File: src/rtl/acq_sample_sequencer.sv
module acq_sample_sequencer #(
  parameter int MDIV0 = 5,
  parameter int MDIV1 = 6,
  parameter int MDIV2 = 7,
  parameter int MDIV3 = 8,
  parameter int SETTLE_PERIODS = 72
) (
  input  logic        clk,
  input  logic        rst_n,
  input  logic        cfg_we,
  input  logic [15:0] cfg_wdata,
  output logic        smp_strobe,
  output logic [1:0]  smp_chan,
  output logic        scan_first,
  output logic        smp_grounded,
  output logic        data_ok,
  output logic        clk_changed,
  output logic [1:0]  pair_enable,
  output logic [1:0]  ac_couple,
  output logic        analog_pd
);
  localparam int MAXDIV = (MDIV0 > MDIV1 ? MDIV0 : MDIV1) > (MDIV2 > MDIV3 ? MDIV2 : MDIV3)
                        ? (MDIV0 > MDIV1 ? MDIV0 : MDIV1) : (MDIV2 > MDIV3 ? MDIV2 : MDIV3);
  localparam int CNT_W = $clog2(MAXDIV * 8);
  localparam int SET_W = $clog2(SETTLE_PERIODS + 1);

  logic [15:0]      pend, act;
  logic [CNT_W-1:0] cnt, per_m1;
  logic [2:0]       rem, n_cnt;
  logic [1:0]       nxt, n_first;
  logic [SET_W-1:0] settle;
  logic             strobe_q, first_q, chg_q;
  logic [1:0]       chan_q;

  wire dpd      = pend[12];
  wire boundary = (cnt == '0);

  always_comb begin
    int base;
    case (pend[4:3])
      2'd0:    base = MDIV0;
      2'd1:    base = MDIV1;
      2'd2:    base = MDIV2;
      default: base = MDIV3;
    endcase
    per_m1 = CNT_W'((base << pend[6:5]) - 1);
  end

  always_comb begin
    n_cnt   = 3'd0;
    n_first = 2'd0;
    casez (pend[2:0])
      3'b1??: begin n_cnt = 3'd1; n_first = pend[1:0]; end
      3'b010: begin n_cnt = 3'd2; n_first = 2'd0; end
      3'b011: begin n_cnt = 3'd2; n_first = 2'd2; end
      3'b001: begin n_cnt = 3'd4; n_first = 2'd0; end
      default: ;
    endcase
  end

  always_ff @(posedge clk) begin
    if (!rst_n) begin
      pend <= '0; act <= '0; cnt <= '0; rem <= '0; nxt <= '0;
      strobe_q <= 1'b0; first_q <= 1'b0; chan_q <= '0;
      settle <= '0; chg_q <= 1'b0;
    end else begin
      chg_q <= cfg_we && (cfg_wdata[6:3] != pend[6:3]);
      if (cfg_we) pend <= cfg_wdata;
      if (dpd) begin
        act <= pend; cnt <= '0; rem <= '0; nxt <= '0;
        strobe_q <= 1'b0; first_q <= 1'b0; chan_q <= '0; settle <= '0;
      end else if (boundary) begin
        act      <= pend;
        cnt      <= per_m1;
        strobe_q <= (n_cnt != 3'd0);
        first_q  <= (n_cnt != 3'd0);
        chan_q   <= n_first;
        rem      <= (n_cnt == 3'd0) ? 3'd0 : n_cnt - 3'd1;
        nxt      <= n_first + 2'd1;
        if (pend[6:3] != act[6:3])        settle <= '0;
        else if (settle != SET_W'(SETTLE_PERIODS)) settle <= settle + 1'b1;
      end else begin
        cnt     <= cnt - 1'b1;
        first_q <= 1'b0;
        if (rem != 3'd0) begin
          strobe_q <= 1'b1;
          chan_q   <= nxt;
          nxt      <= nxt + 2'd1;
          rem      <= rem - 3'd1;
        end else begin
          strobe_q <= 1'b0;
        end
      end
    end
  end

  assign smp_strobe   = strobe_q;
  assign smp_chan     = chan_q;
  assign scan_first   = first_q;
  assign smp_grounded = strobe_q & ~(chan_q[1] ? act[8] : act[7]);
  assign data_ok      = (settle == SET_W'(SETTLE_PERIODS));
  assign clk_changed  = chg_q;
  assign pair_enable  = act[8:7];
  assign ac_couple    = act[10:9];
  assign analog_pd    = act[11];
endmodule

File: config.mk
export PLATFORM = sky130hd
export DESIGN_NAME = acq_sample_sequencer
export DESIGN_NICKNAME = d
export VERILOG_FILES = /design/src/rtl/acq_sample_sequencer.sv
export SDC_FILE = /design/constraint.sdc
export NUM_CORES = 1
export LEC_CHECK = 0
export BUFFER_PORTS_ARGS = -buffer_cell sky130_fd_sc_hd__buf_4
export CAP_MARGIN = 30
export CORE_UTILIZATION = 55
export CTS_CLUSTER_SIZE = 14
export DETAILED_ROUTE_END_ITERATION = 10
export PLACE_DENSITY = 0.76
export SKIP_CTS_REPAIR_TIMING = 1
export SYNTH_ARGS = -nofsm -noshare
export SYNTH_HDL_FRONTEND = slang
export SYNTH_SLANG_ARGS = --single-unit
File: constraint.sdc
create_clock -name clk -period 5.64 [get_ports clk]
set_clock_uncertainty 0.05 [all_clocks]
set_input_delay 0.846 -clock clk [delete_from_list [all_inputs] [get_ports clk]]
set_output_delay 0.846 -clock clk [all_outputs]
set_load 0.05 [all_outputs]
* After elaboration in Yosys (flattened, before gate mapping)
Cells that the tools add are included.
** Operators by class
- Reduce and logical (&&, ||, !) cells :: 13
- Shifts and indexed selects :: 1
- Bitwise gates (word level) :: 4
- Add/subtract/negate cells :: 7
- Equality and inequality tests :: 9
- Mux-type cells :: 18
** Operator list (count)
- $mux 12 :: 2
- $mux 7 :: 2
- $pmux 4 s3 :: 1
- $mux 3 :: 3
- $pmux 3 s3 :: 1
- $mux 2 :: 4
- $ne 4x4->1 :: 2
- $add 7x1->7 const B :: 1
- $eq 7x7->1 const B :: 1
- $ne 7x7->1 const B :: 1
- $eq 3x2->1 const B :: 2
- $logic_not 6->1 :: 1
- $mux 6 :: 1
- $reduce_bool 2->1 :: 3
- $reduce_bool 3->1 :: 2
- $shl 4x2->6 :: 1
- $sub 3x1->3 const B :: 2
- $sub 6x1->6 const B :: 1
- $sub 6x2->6 const B :: 1
- $add 2x1->2 const B :: 2
- $pmux 2 s2 :: 1
- $reduce_or 2->1 :: 2
- $eq 3x1->1 const B :: 1
- $logic_not 3->1 :: 1
- 9 further kinds :: 13
** Word-level totals
- Input bits :: 19
- Logic and storage cells :: 62
- Register bits :: 48
- Output and inout port bits :: 12

* Logic depth before layout (Yosys ltp)
- Word-level depth :: 6
- Gate-level depth with buffers :: 10
- Mapped depth without buffers :: 10

* Worst setup path before layout
OpenSTA, ideal clock, no wires.
- Path type :: register to output
- From :: register settle[0]
- To :: output data_ok
- Cell stages (with the launch flop) :: 5
- Path buffers :: 0
- Required time :: 4744 ps
- Slack :: 2612 ps
- Data arrival time :: 2132 ps
- Path through :: dfxtp_1 -> inv_1 -> ha_1 -> nand2_1 -> nor4_1
** On the way
- Word-level cells in the longest chain between the ends :: 1
** Ends and longest elaborated chain
- start: declaration :: line 31 : logic [SET_W-1:0] settle;
- start signal: assignment :: line 81 : else if (settle != SET_W'(SETTLE_PERIODS)) settle <= settle + 1'b1;
- $eq 7x7->1 :: line 101 : assign data_ok = (settle == SET_W'(SETTLE_PERIODS));
- end: declaration :: line 16 : output logic data_ok,
No other way between the ends.

* Final worst setup path
- From :: register pend[3]
- To :: register cnt[4]
** On the way
- Word-level cells in the longest chain between the ends :: 5
- Elaborated cells on any way between the ends :: 7
- Those cells by class :: add/sub: 1; eq/ne: 2; shift: 1; mux: 2; reduce/logical: 1
** Ends and longest elaborated chain
- start: declaration :: line 27 : logic [15:0] pend, act;
- start signal: assignment :: line 68 : if (cfg_we) pend <= cfg_wdata;
- $eq 2x2->1 (tied with other cells) :: line 40 : case (pend[4:3])
- $pmux 4 s3 (*) :: line 40
- $shl 4x2->6 (*) :: line 46 : per_m1 = CNT_W'((base << pend[6:5]) - 1);
- $sub 6x2->6 (*) :: line 46
- $mux 6 (*) :: line 72 : end else if (boundary) begin
- end signal: assignment :: line 74 : cnt <= per_m1;
- end signal: assignment :: line 83 : cnt <= cnt - 1'b1;
- end: declaration :: line 28 : logic [CNT_W-1:0] cnt, per_m1;
Mark *: on every way between the ends. The rest lies on a longest branch, timed or not.
A chain may end at the register's enable or synchronous reset.

==> flow_summary_export.csv <==
group,metric,value,unit
status,status,"complete, no violations",
sta,hold_slack,417.0,ps
detailed_routing,wl_met1,2224,µm
critical_path,path_cells,"inv_1, ha_1, o21ba_2, mux2_2, nand2_1, ha_1, inv_1, or4_1, a211oi_1, o32ai_1",
sta,slew_violations,0,
pwr,swShare,42.21,%
synth,ys_async_sr_fraction,0,%
finish,layout-drive-gt1-share,14.09,%
detailed_routing,via_per_inst,5.711,
critical_path,startpoint_type,"register",
critical_path,cp_max_fo,8,
finish,mostFrequentLayoutCells,"dfxtp_1 (45), buf_4 (27), nand2_1 (24)",
cts,ctsHtreeMaxLevel,2,
pwr,p_seq_share,39.2,%
cts,clk_latency,310,ps
detailed_routing,met3_length,200,µm
cts,numCtsBuffers,5,
detailed_routing,met2_length,2154,µm
finish,fin_nets,326,
place,place_hpwl,3246,µm
global_routing,gr-total-overflow,0,
critical_path,cp.arrival,2960,ps
detailed_routing,ant_nets,0,
cts,clock_path_buffers,2,
sta,period_share,50.26,%
global_routing,grt_pass1_wl,7914,µm
critical_path,critPathRequiredTime,5760,ps
synth,synth_cell_type_count,48,
hold_path,worstHoldPathCells,2,
pwr,switching_power,0.4528,mW
sta,grt_setup_unrepaired,"no",
pwr,power_leakage,1.077,nW
sta,max_freq,352.8,MHz
detailed_routing,vias,1999,
synth,synth_fp_nets,316,
floorplan,rows,24,
synth,synth_warnings,0,
critical_path,rr_worst_depth,10,
place,portBuffers,27,
floorplan,die_h,69.29,µm
detailed_routing,routed_wl,4650,µm
sta,timing.final.hold_violations,0,
cts,clk_pin_slew,90,ps
cts,cts_root_buffer,"clkbuf_8",
floorplan,ios,31,
floorplan,core_area,4354,µm²
finish,postLayoutCellArea,2723,µm²
synth,syn_avg_cell_area,8.676,µm²
sta,setup_viol,0,
finish,diodes,0,
floorplan,design.die.area,4800,µm²
job,maxCapViolCount,0,
place,placed_area,2631,µm²
pwr,peakVddDrop,0.0002166,V
detailed_routing,drc,0,
global_routing,grt_pass1_vias,1766,
critical_path,end_kind,"register",
critical_path,critical_path_class,"register to register",
critical_path,rr_endpoint,"cnt[4]$_SDFF_PP0_",
synth,synth.cell_area,2490,µm²
hold_path,holdPathEnd,"act[10]$_SDFFE_PN0P_",
critical_path,r2r_start,"pend[3]$_SDFFE_PN0P_",
critical_path,reg2reg_slack,2810,ps
cts,cts_tree,"yes",
finish,syn_to_final_growth,9.347,%
finish,final_common_cell,"dfxtp_1",
critical_path,slowest_stage,"dfxtp_1",
pwr,p_comb_share,41.7,%
sta,period_needed,2835,ps
global_routing,antenna_found_initial,0,
hold_path,hold_class,"register to register",
synth,ys_ff_latch,45,
floorplan,die_x,69.29,µm
detailed_routing,wl_per_cell,13.29,µm
pwr,intPower,0.6199,mW
cts,cts.sinks,45,
hold_path,hp-start,"act[10]$_SDFFE_PN0P_",
synth,synth_edf_count,0,
sta,worst_pin_slew,816.4,ps
detailed_routing,drtIter0Drc,82,
sta,finalSetupTns,0,ps
synth,synth_ff_type,"dfxtp_1",
detailed_routing,top_layer,"met4",
critical_path,max_stage_delay,480,ps
global_routing,grt_usage,20.33,%
synth,synth_cells,287,
synth,ys_seq_area_share,36.18,%
place,gp_congestion,0.8144,
pwr,p_per_area,394.0,nW/µm²
global_routing,grt_max_degree,26,
pwr,clkPwrFrac,19.0,%
floorplan,start_util,57.18,%
detailed_routing,dr.pass1.iters,6,
sta,slew_headroom,45.57,%
area by class of cell:
| class | instances | area (µm²) |
|---|---|---|
| fillers | 361 | 1632 |
| repair buffers | 27 | 202.7 |
| inverters | 11 | 41.29 |
| clock inverters | 3 | 22.52 |
| clock buffers | 5 | 68.82 |
| well taps | 52 | 65.06 |
| multi-input cells | 207 | 1421 |
| flip-flops and latches | 45 | 900.9 |
through the flow:
step	util, %	setup slack (ps)	std cells	power [mW]
global placement	60.43	2893	342	0.8673
finish	62.53	2805	350	1.073
floorplan	-	2612	287	0.7966
CTS	62.53	2831	350	1.080
global route	62.53	2565	350	1.150
detailed placement	60.43	2854	342	0.8750
worst max-delay path: cells and delay by family, from the launching register on:
kind                       cells  cell delay, ps
muxes                          1             270
adders and majority gates      2             500
and+or+nand+nor                2             540
DFF                            1             480
AOI/OAI and AO/OA              3             660
buffers and inverters          2             190
routing by layer:
layer / GRT usage, % / vias up
li1: - / 1021
met1: 24.33 / 932
met2: 34.09 / 38
met3: 6.395 / 8
met4: 7.483 / 0
met5: 0 / -
cells in the mapped netlist (6+ instances only):
| master | number | share of area (%) |
|---|---|---|
| dfxtp_1 | 45 | 36 |
| nand2_1 | 24 | 3.6 |
| nor2_1 | 20 | 3.0 |
| mux2i_1 | 17 | 6.8 |
| nor2b_1 | 17 | 4.3 |
| o21ai_0 | 13 | 2.6 |
| a21oi_1 | 11 | 2.2 |
| inv_1 | 11 | 1.7 |
| xor2_1 | 11 | 3.9 |
| clkbuf_1 | 10 | 1.5 |
| ha_1 | 10 | 5.0 |
| a21boi_0 | 9 | 2.7 |
| buf_2 | 8 | 1.6 |
| nor3_1 | 7 | 1.4 |
| a211oi_1 | 6 | 1.8 |
| xnor2_1 | 6 | 2.1 |
kinds of logic after synthesis:
logic type / share of synthesized area (%)
AOI/OAI and AO/OA: 17.69
xor gates and xnor gates: 5.980
adders and majority gates: 5.025
buffers and inverters: 6.734
DFF: 36.18
muxes: 8.191
and+or+nand+nor: 20.20
power by group through the flow:
stage | combinational, mW | sequential (mW) | clock (mW)
global placement | 0.441 | 0.426 | 0
CTS | 0.449 | 0.421 | 0.209
detailed placement | 0.447 | 0.428 | 0
finish | 0.448 | 0.421 | 0.204
floorplan | 0.352 | 0.445 | 0
global route | 0.495 | 0.429 | 0.226
state kept, by name (all words and copies together), names as in the netlist:
| signal | flops |
|---|---|
| smp_strobe | 1 |
| settle | 7 |
| smp_chan | 2 |
| cnt | 6 |
| scan_first | 1 |
| act | 9 |
| clk_changed | 1 |
| pend | 13 |
| nxt | 2 |
| rem | 3 |
how the worst max path moves through the flow:
stage	from	to
after floorplan	settle[0]$_SDFFE_PP0P_	data_ok
after global placement	pend[3]$_SDFFE_PN0P_	cnt[4]$_SDFF_PP0_
after detailed placement	pend[4]$_SDFFE_PN0P_	cnt[4]$_SDFF_PP0_
after CTS	pend[3]$_SDFFE_PN0P_	cnt[4]$_SDFF_PP0_
after global routing	pend[4]$_SDFFE_PN0P_	cnt[4]$_SDFF_PP0_
final	pend[3]$_SDFFE_PN0P_	cnt[4]$_SDFF_PP0_
Power figures use the tool's default switching activity.
